--- src/rtl/clk_sel_pkg.sv ---
package clk_sel_pkg;
  localparam int unsigned REG_W = 8;

  localparam int unsigned BIT_PLL_SEL    = 7;
  localparam int unsigned BIT_PSTOP      = 6;
  localparam int unsigned BIT_STOP_ADJ   = 5;
  localparam int unsigned BIT_WDOG_OSC1  = 4;
  localparam int unsigned BIT_RTI_PSTOP  = 3;
  localparam int unsigned BIT_WDOG_PSTOP = 2;
  localparam int unsigned BIT_RTI_OSC    = 1;
  localparam int unsigned BIT_WDOG_OSC0  = 0;

  localparam logic [REG_W-1:0] RESET_VAL   = 8'h80;
  // normal-mode bits free of the watchdog write-once lock
  localparam logic [REG_W-1:0] ALWAYS_MASK = 8'hCE;
  // normal-mode bits gated by the watchdog write-once lock
  localparam logic [REG_W-1:0] ONCE_MASK   = 8'h31;

  typedef struct packed {
    logic pll_sel;
    logic pstop;
    logic stop_clk_adj;
    logic wdog_osc1;
    logic rti_pstop_en;
    logic wdog_pstop_en;
    logic rti_osc_sel;
    logic wdog_osc0;
  } clk_sel_t;
endpackage

--- src/rtl/clk_sel_wdog_lock.sv ---
module clk_sel_wdog_lock (
  input  logic clk_i,
  input  logic rst_ni,
  input  logic wdog_cfg_wr_i,
  output logic locked_o
);
  always_ff @(posedge clk_i or negedge rst_ni) begin
    if (!rst_ni)            locked_o <= 1'b0;
    else if (wdog_cfg_wr_i) locked_o <= 1'b1;
  end
endmodule

--- src/rtl/clk_sel_osc_mon.sv ---
module clk_sel_osc_mon (
  input  logic clk_i,
  input  logic rst_ni,
  input  logic osc_ok_i,
  input  logic osc0_set_i,   // current value of watchdog osc select 0
  input  logic consume_i,    // software used the re-set chance
  output logic fall_o,
  output logic rearm_o
);
  logic osc_ok_q;

  always_ff @(posedge clk_i or negedge rst_ni) begin
    if (!rst_ni) osc_ok_q <= 1'b0;
    else         osc_ok_q <= osc_ok_i;
  end

  assign fall_o = osc_ok_q & ~osc_ok_i;

  always_ff @(posedge clk_i or negedge rst_ni) begin
    if (!rst_ni)                  rearm_o <= 1'b0;
    else if (fall_o && osc0_set_i) rearm_o <= 1'b1;
    else if (consume_i)           rearm_o <= 1'b0;
  end
endmodule

--- src/rtl/clk_sel_perm.sv ---
module clk_sel_perm
  import clk_sel_pkg::*;
(
  input  logic             special_i,
  input  logic             wdog_locked_i,
  input  logic             rearm_i,
  output logic [REG_W-1:0] load_mask_o,
  output logic             rearm_path_o
);
  always_comb begin
    if (special_i) begin
      load_mask_o  = '1;
      rearm_path_o = 1'b0;
    end else begin
      load_mask_o  = wdog_locked_i ? ALWAYS_MASK : (ALWAYS_MASK | ONCE_MASK);
      rearm_path_o = wdog_locked_i & rearm_i;
    end
  end
endmodule

--- src/rtl/clk_sel_reg.sv ---
module clk_sel_reg
  import clk_sel_pkg::*;
#(
  parameter int unsigned ADDR_W   = 4,
  parameter int unsigned REG_ADDR = 9
) (
  input  logic              clk_i,
  input  logic              rst_ni,
  input  logic [ADDR_W-1:0] addr_i,
  input  logic              wr_en_i,
  input  logic [REG_W-1:0]  wdata_i,
  output logic [REG_W-1:0]  rdata_o,
  input  logic              prot_locked_i,
  input  logic              special_mode_i,
  input  logic              wdog_cfg_wr_i,
  input  logic              osc_ok_i,
  output logic              pll_sel_o,
  output logic              pstop_o,
  output logic              stop_clk_adj_o,
  output logic              wdog_osc1_o,
  output logic              rti_pstop_en_o,
  output logic              wdog_pstop_en_o,
  output logic              rti_osc_sel_o,
  output logic              wdog_osc0_o
);
  localparam logic [ADDR_W-1:0] HIT_ADDR = ADDR_W'(REG_ADDR);

  clk_sel_t         cfg_q;
  logic [REG_W-1:0] cfg_bits, cfg_next, load_mask;
  logic             hit, wdog_locked, osc_fall, rearm, rearm_path, consume;

  assign cfg_bits = cfg_q;
  assign hit      = wr_en_i && !prot_locked_i && (addr_i == HIT_ADDR);

  clk_sel_wdog_lock u_lock (
    .clk_i         (clk_i),
    .rst_ni        (rst_ni),
    .wdog_cfg_wr_i (wdog_cfg_wr_i),
    .locked_o      (wdog_locked)
  );

  clk_sel_perm u_perm (
    .special_i     (special_mode_i),
    .wdog_locked_i (wdog_locked),
    .rearm_i       (rearm),
    .load_mask_o   (load_mask),
    .rearm_path_o  (rearm_path)
  );

  // one-shot re-set of osc select 0 is spent by a write of 1 through it
  assign consume = hit && rearm_path && wdata_i[BIT_WDOG_OSC0];

  clk_sel_osc_mon u_osc (
    .clk_i      (clk_i),
    .rst_ni     (rst_ni),
    .osc_ok_i   (osc_ok_i),
    .osc0_set_i (cfg_q.wdog_osc0),
    .consume_i  (consume),
    .fall_o     (osc_fall),
    .rearm_o    (rearm)
  );

  always_comb begin
    cfg_next = cfg_bits;
    if (hit) begin
      cfg_next = (cfg_bits & ~load_mask) | (wdata_i & load_mask);
      if (consume) cfg_next[BIT_WDOG_OSC0] = 1'b1;
    end
    if (osc_fall) cfg_next[BIT_WDOG_OSC0] = 1'b0;  // hardware clear wins
  end

  always_ff @(posedge clk_i or negedge rst_ni) begin
    if (!rst_ni) cfg_q <= clk_sel_t'(RESET_VAL);
    else         cfg_q <= clk_sel_t'(cfg_next);
  end

  assign rdata_o         = (addr_i == HIT_ADDR) ? cfg_bits : '0;
  assign pll_sel_o       = cfg_q.pll_sel;
  assign pstop_o         = cfg_q.pstop;
  assign stop_clk_adj_o  = cfg_q.stop_clk_adj;
  assign wdog_osc1_o     = cfg_q.wdog_osc1;
  assign rti_pstop_en_o  = cfg_q.rti_pstop_en;
  assign wdog_pstop_en_o = cfg_q.wdog_pstop_en;
  assign rti_osc_sel_o   = cfg_q.rti_osc_sel;
  assign wdog_osc0_o     = cfg_q.wdog_osc0;
endmodule

--- config.mk ---
export PLATFORM = sky130hd
export DESIGN_NAME = clk_sel_reg
export DESIGN_NICKNAME = d
export VERILOG_FILES = /design/src/rtl/clk_sel_pkg.sv /design/src/rtl/clk_sel_wdog_lock.sv /design/src/rtl/clk_sel_osc_mon.sv /design/src/rtl/clk_sel_perm.sv /design/src/rtl/clk_sel_reg.sv
export SDC_FILE = /design/constraint.sdc
export NUM_CORES = 1
export LEC_CHECK = 0
export BUFFER_PORTS_ARGS = -buffer_cell sky130_fd_sc_hd__buf_2
export CAP_MARGIN = 0
export CELL_PAD_IN_SITES_DETAIL_PLACEMENT = 0
export CELL_PAD_IN_SITES_GLOBAL_PLACEMENT = 2
export CORE_MARGIN = 2
export CORE_UTILIZATION = 23
export DETAILED_ROUTE_END_ITERATION = 12
export PLACE_DENSITY = 0.76
export SKIP_LAST_GASP = 1
export SYNTH_ARGS = -nofsm -noshare
export SYNTH_HDL_FRONTEND = slang
export SYNTH_SLANG_ARGS = --single-unit
--- constraint.sdc ---
create_clock -name clk_i -period 1.4 [get_ports clk_i]
set_input_delay 0.21 -clock clk_i [delete_from_list [all_inputs] [get_ports clk_i]]
set_output_delay 0.21 -clock clk_i [all_outputs]
set_load 0.02 [all_outputs]
# == Yosys cells after proc, flatten, opt, wreduce, memory -nomap -nowiden ==
# Index checks and enable logic that the tools add are counted.
# word_totals
regBits,11
latchBits,0
mem_bits_rw,0
mem_bits_ro,0
inputBits,19
out_inout_bits,16
word_cells,36
mem_count,0
# classes
addsub,0
n_mul,0
div,0
magnitude_cmp,0
eq_ne,1
n_shift,0
muxes,9
n_bitwise,7
reduce_logical,8
# op_table
cell,n
AND 8 bit,2
2-to-1 mux 8 bit,2
inverter 8 bit,1
bitwise OR 8 bit,1
2-to-1 mux 1 bit,6
2-to-1 mux 6 bit,1
logical AND 1 bit,5
"equality test 4 bit, second input constant",1
nonzero test 2 bit,2
AND 1 bit,2
logical NOT 1 bit,1
inverter 1 bit,1

# == Logic depth before layout (Yosys ltp) ==
# depth
word_depth,8
depth_mapped,4
ltp_nobuf,3

# == By module ==
# A second synthesis with hierarchy kept.
# unflattened
hier_cells,57
area_unflattened_um2,666.9
# modules_own_cells
mod,instances,cells_per_inst,area_each_um2,seq_area_each_um2
clk_sel_reg,1,40,488.0,201.4
clk_sel_osc_mon,1,5,76.3,50.0
clk_sel_perm,1,10,71.3,0.0
clk_sel_wdog_lock,1,2,31.3,25.0

# == Least setup slack after synthesis ==
# Ideal clock, no wire load.
# synth_timing
path_type,register to register
startpoint,register u_lock.locked_o
endpoint,register with a tool-made name
setup_ns,0.125
arrival_time_ns,1.024
required_ns,1.275
setup_slack_ns,0.251
path_stages_with_launch,4
path_buffers,0
period_less_slack_ns,1.149
path_cell_list,dfrtp_1 or2b_2 nand3_4 mux2_4
# synth_lines
item,line,source
from (decl),clk_sel_wdog_lock.sv:5,output logic locked_o
from (signal assigned),clk_sel_wdog_lock.sv:8,if (!rst_ni) locked_o <= 1'b0;
from (signal assigned),clk_sel_wdog_lock.sv:9,else if (wdog_cfg_wr_i) locked_o <= 1'b1;

# == Final worst setup path ==
# layout_timing
startpoint,register cfg_q (netlist bit pll_sel_o)
endpoint,output rdata_o[7]
# layout_between
elab_chain_len,1
# layout_rtl
item,line,source
from (decl),clk_sel_reg.sv:28,clk_sel_t cfg_q;
from (signal assigned),clk_sel_reg.sv:73,if (!rst_ni) cfg_q <= clk_sel_t'(RESET_VAL);
from (signal assigned),clk_sel_reg.sv:74,else cfg_q <= clk_sel_t'(cfg_next);
2-to-1 mux 8 bit,clk_sel_reg.sv:77,assign rdata_o = (addr_i == HIT_ADDR) ? cfg_bits : '0;
to (decl),clk_sel_reg.sv:12,"output logic [REG_W-1:0] rdata_o,"
# No other way between the ends.

==> run_results.csv <==
group,metric,value,unit
global_routing,antenna_found_initial,0,
floorplanning,row_count,17,
sta,fin_crit,1.29,ns
global_routing,grt_max_degree,12,
detailed_routing,wirelength,1250,µm
yosys,synth_top_area_share,45.9,%
detailed_routing,wl_per_cell,11.5,µm
global_routing,grt_pass1_vias,464,
placed_design,preCtsSetupSlack,0.0982,ns
worst_setup_path,slowest_stage,"dfstp_2",
finish,num_antenna_cells,0,
clocking,cts_root_buf,"clkbuf_4",
detailed_routing,via_count,462,
worst_setup_path,r2r_slack,0.20,ns
clocking,clk_pin_slew,0.07,ns
sta,setup_slack,0.109,ns
detailed_routing,drtIter0Drc,0,
finish,stdcell_count,109,
sta,drv_slew,0,
global_routing,gr-usage-met2,16.9,%
hold_path,whs_path_depth,1,
placed_design,io_buffers,34,
floorplanning,dieArea,2780,µm²
worst_setup_path,crit_start,"pll_sel_o$_DFFE_PN1P_",
floorplanning,start_util,24.4,%
flow_run,drv_cap,0,
sta,finalHoldViolCount,0,
floorplanning,die_x,52.7,µm
global_routing,grtUsageTotal,10.0,%
worst_setup_path,critPathKind,"flip-flop to output pin",
clocking,cts_sinks,11,
pwr,power.total,0.000799,W
worst_setup_path,crit_family,"flip-flops",
sta,worst_pin_slew,0.253,ns
floorplanning,io_pins,35,
sta,rsz0062_at_grt,"false",
worst_setup_path,cp_data_arrival_time,1.08,ns
clocking,cts_resized,0,
global_routing,grt_overflow_total,0,
sta,slew_headroom,83.1,%
yosys,syn_area_per_cell,13.3,µm²
floorplanning,die_h,52.7,µm
global_routing,grt.busiest_layer,"met2",
detailed_routing,routed_via_density,4.24,
worst_setup_path,startpoint_type,"flip-flop",
worst_setup_path,crit_buf_inv,1,
clocking,cts_tree,"done",
yosys,synth_seq_cells,11,
yosys,synth.distinct_cells,19,
finish,drive_gt1_share,72.8,%
yosys,yosys_warnings,0,
clocking,clk_latency,0.27,ns
yosys,synth_cells,41,
global_routing,grt_pass1_wl,1960,µm
clocking,cts_buffers,3,
clocking,cts_max_level,1,
worst_setup_path,max_stage_delay,0.54,ns
yosys,synth_nets,60,
detailed_routing,drc,0,
worst_setup_path,required,1.19,ns
pwr,peakVddDrop,0.345,mV
yosys,syn_area,546,µm²
placed_design,dp.cells,104,
yosys,seq_area_frac_synth,50.7,%
sta,max_freq,775,MHz
pwr,p_per_area,1010,nW/µm²
finish,finalNetCount,101,
finish,area_growth,45.0,%
worst_setup_path,critPathMaxFanout,3,
worst_setup_path,endpoint_kind,"output pin",
worst_setup_path,timing.rr.start,"u_lock.locked_o$_DFFE_PN0P_",
global_routing,use_met1,11.1,%
sta,fin_crit_sh,92.2,%
sta,finClkSkew,0.00107,ns
sta,setup_viol,0,
sta,fin_setup_tns,0,ns
worst_setup_path,reg2reg_depth,3,
finish,final_util,35.4,%
clocking,clk_path_buf_depth,2,
floorplanning,core,2230,µm²
detailed_routing,drtAntennaViolNets,0,
worst_setup_path,crit_chain,"and2_2 > buf_2",
finish,nFillCells,238,
hold_path,hold_path_end,"u_osc.osc_ok_q$_DFF_PN0_",
placed_design,gp_congestion,0.680,
hold_path,hold_start,"osc_ok_i",
hold_path,hold_class,"input pin to flip-flop",
global_routing,met3_usage,1.43,%
yosys,synth_area_leaders,"dfrtp_1 (46%), and2_2 (11%), mux2_2 (10%)",
status,status,"finished clean",
detailed_routing,dr.pass1.iters,1,
placed_design,dp_hpwl,1030,µm
pwr,leakagePower,0.425,nW
yosys,yosysTopAreaCell,"dfrtp_1",
-- layer usage --
layer  up-vias  share of wire (%)
met5         -                  0
met2        25                 48
met1       210                 42
met3         4                7.8
li1        223                  -
met4         0                2.5
-- power breakdown --
part	leakage (nW)	internal [W]	switching, W	total (W)
logic	0.274	0.0000905	0.0000985	0.000189
registers	0.136	0.000364	0.0000280	0.000392
clock network	0.0150	0.000110	0.000107	0.000217
-- worst register-to-register path: stages (launching register included) --
cell	delay [ns]
dfrtp_1	0.35
or2b_2	0.33
nand3_4	0.11
mux2_4	0.30
-- kinds of logic (layout without fill, tap and decap cells) --
family	after synthesis	after routing	share of synthesized area (%)
simple gates	18	18	26.2
flops	11	11	50.7
mux	7	7	15.8
compound gates	3	3	4.59
buf+inv	2	42	2.75
-- worst max path at each step --
| stage | endpoint | slack (ns) | cells past startpoint |
|---|---|---|---|
| CTS | rdata_o[7] | 0.09 | 2 |
| finish | rdata_o[7] | 0.11 | 2 |
| detailed placement | flip-flop | 0.1 | 5 |
| global placement | flip-flop | 0.11 | 5 |
| floorplan | flip-flop | 0.25 | 3 |
| global route | rdata_o[0] | 0.07 | 5 |
-- per-stage QoR --
step / hold slack, ns / area (µm²)
after floorplan: -0.0856 / 546
after global placement: 0.0911 / 754
after detailed placement: 0.0936 / 754
after CTS: 0.0469 / 791
after global routing: 0.0528 / 791
final: 0.0530 / 791
-- cells in the final DEF, fill, tap and decap left out --
master / count
or2_2: 1
and2_1: 1
mux2_4: 2
inv_1: 1
dfrtp_1: 10
buf_2: 34
or2b_2: 1
nand2b_1: 1
nand2_1: 1
mux2_2: 5
nand4_1: 1
and4bb_1: 1
clkbuf_1: 1
and2_2: 8
buf_4: 2
nor2b_1: 1
o2bb2ai_1: 2
o211ai_1: 1
and2b_2: 1
dfstp_2: 1
clkbuf_4: 3
nand3_4: 1
dlygate4sd3_1: 1
-- cells in the mapped netlist --
master,instances
o2bb2ai_1,2
and2_2,8
dfstp_2,1
and2_1,1
mux2_4,2
o211ai_1,1
dfrtp_1,10
nor2b_1,1
or2b_2,1
nand2_1,1
nand4_1,1
inv_1,1
mux2_2,5
nand3_4,1
or2_2,1
nand2b_1,1
and2b_2,1
buf_6,1
and4bb_1,1
-- repair_timing --
action	in CTS	in global routing
buffers inserted	0	0
hold buffers	1	0
setup endpoints to repair	0	0
hold endpoints to repair	10	0
-- final cells by class --
class                   instances  area (µm²)  area share, %
inverters                       1        3.75          0.475
well taps                      28        35.0           4.43
clock buffers                   4        26.3           3.32
repair buffers                 37         195           24.7
flip-flops and latches         11         277           35.0
multi-input cells              28         254           32.1
No activity file was read; power rests on OpenSTA's default activity.
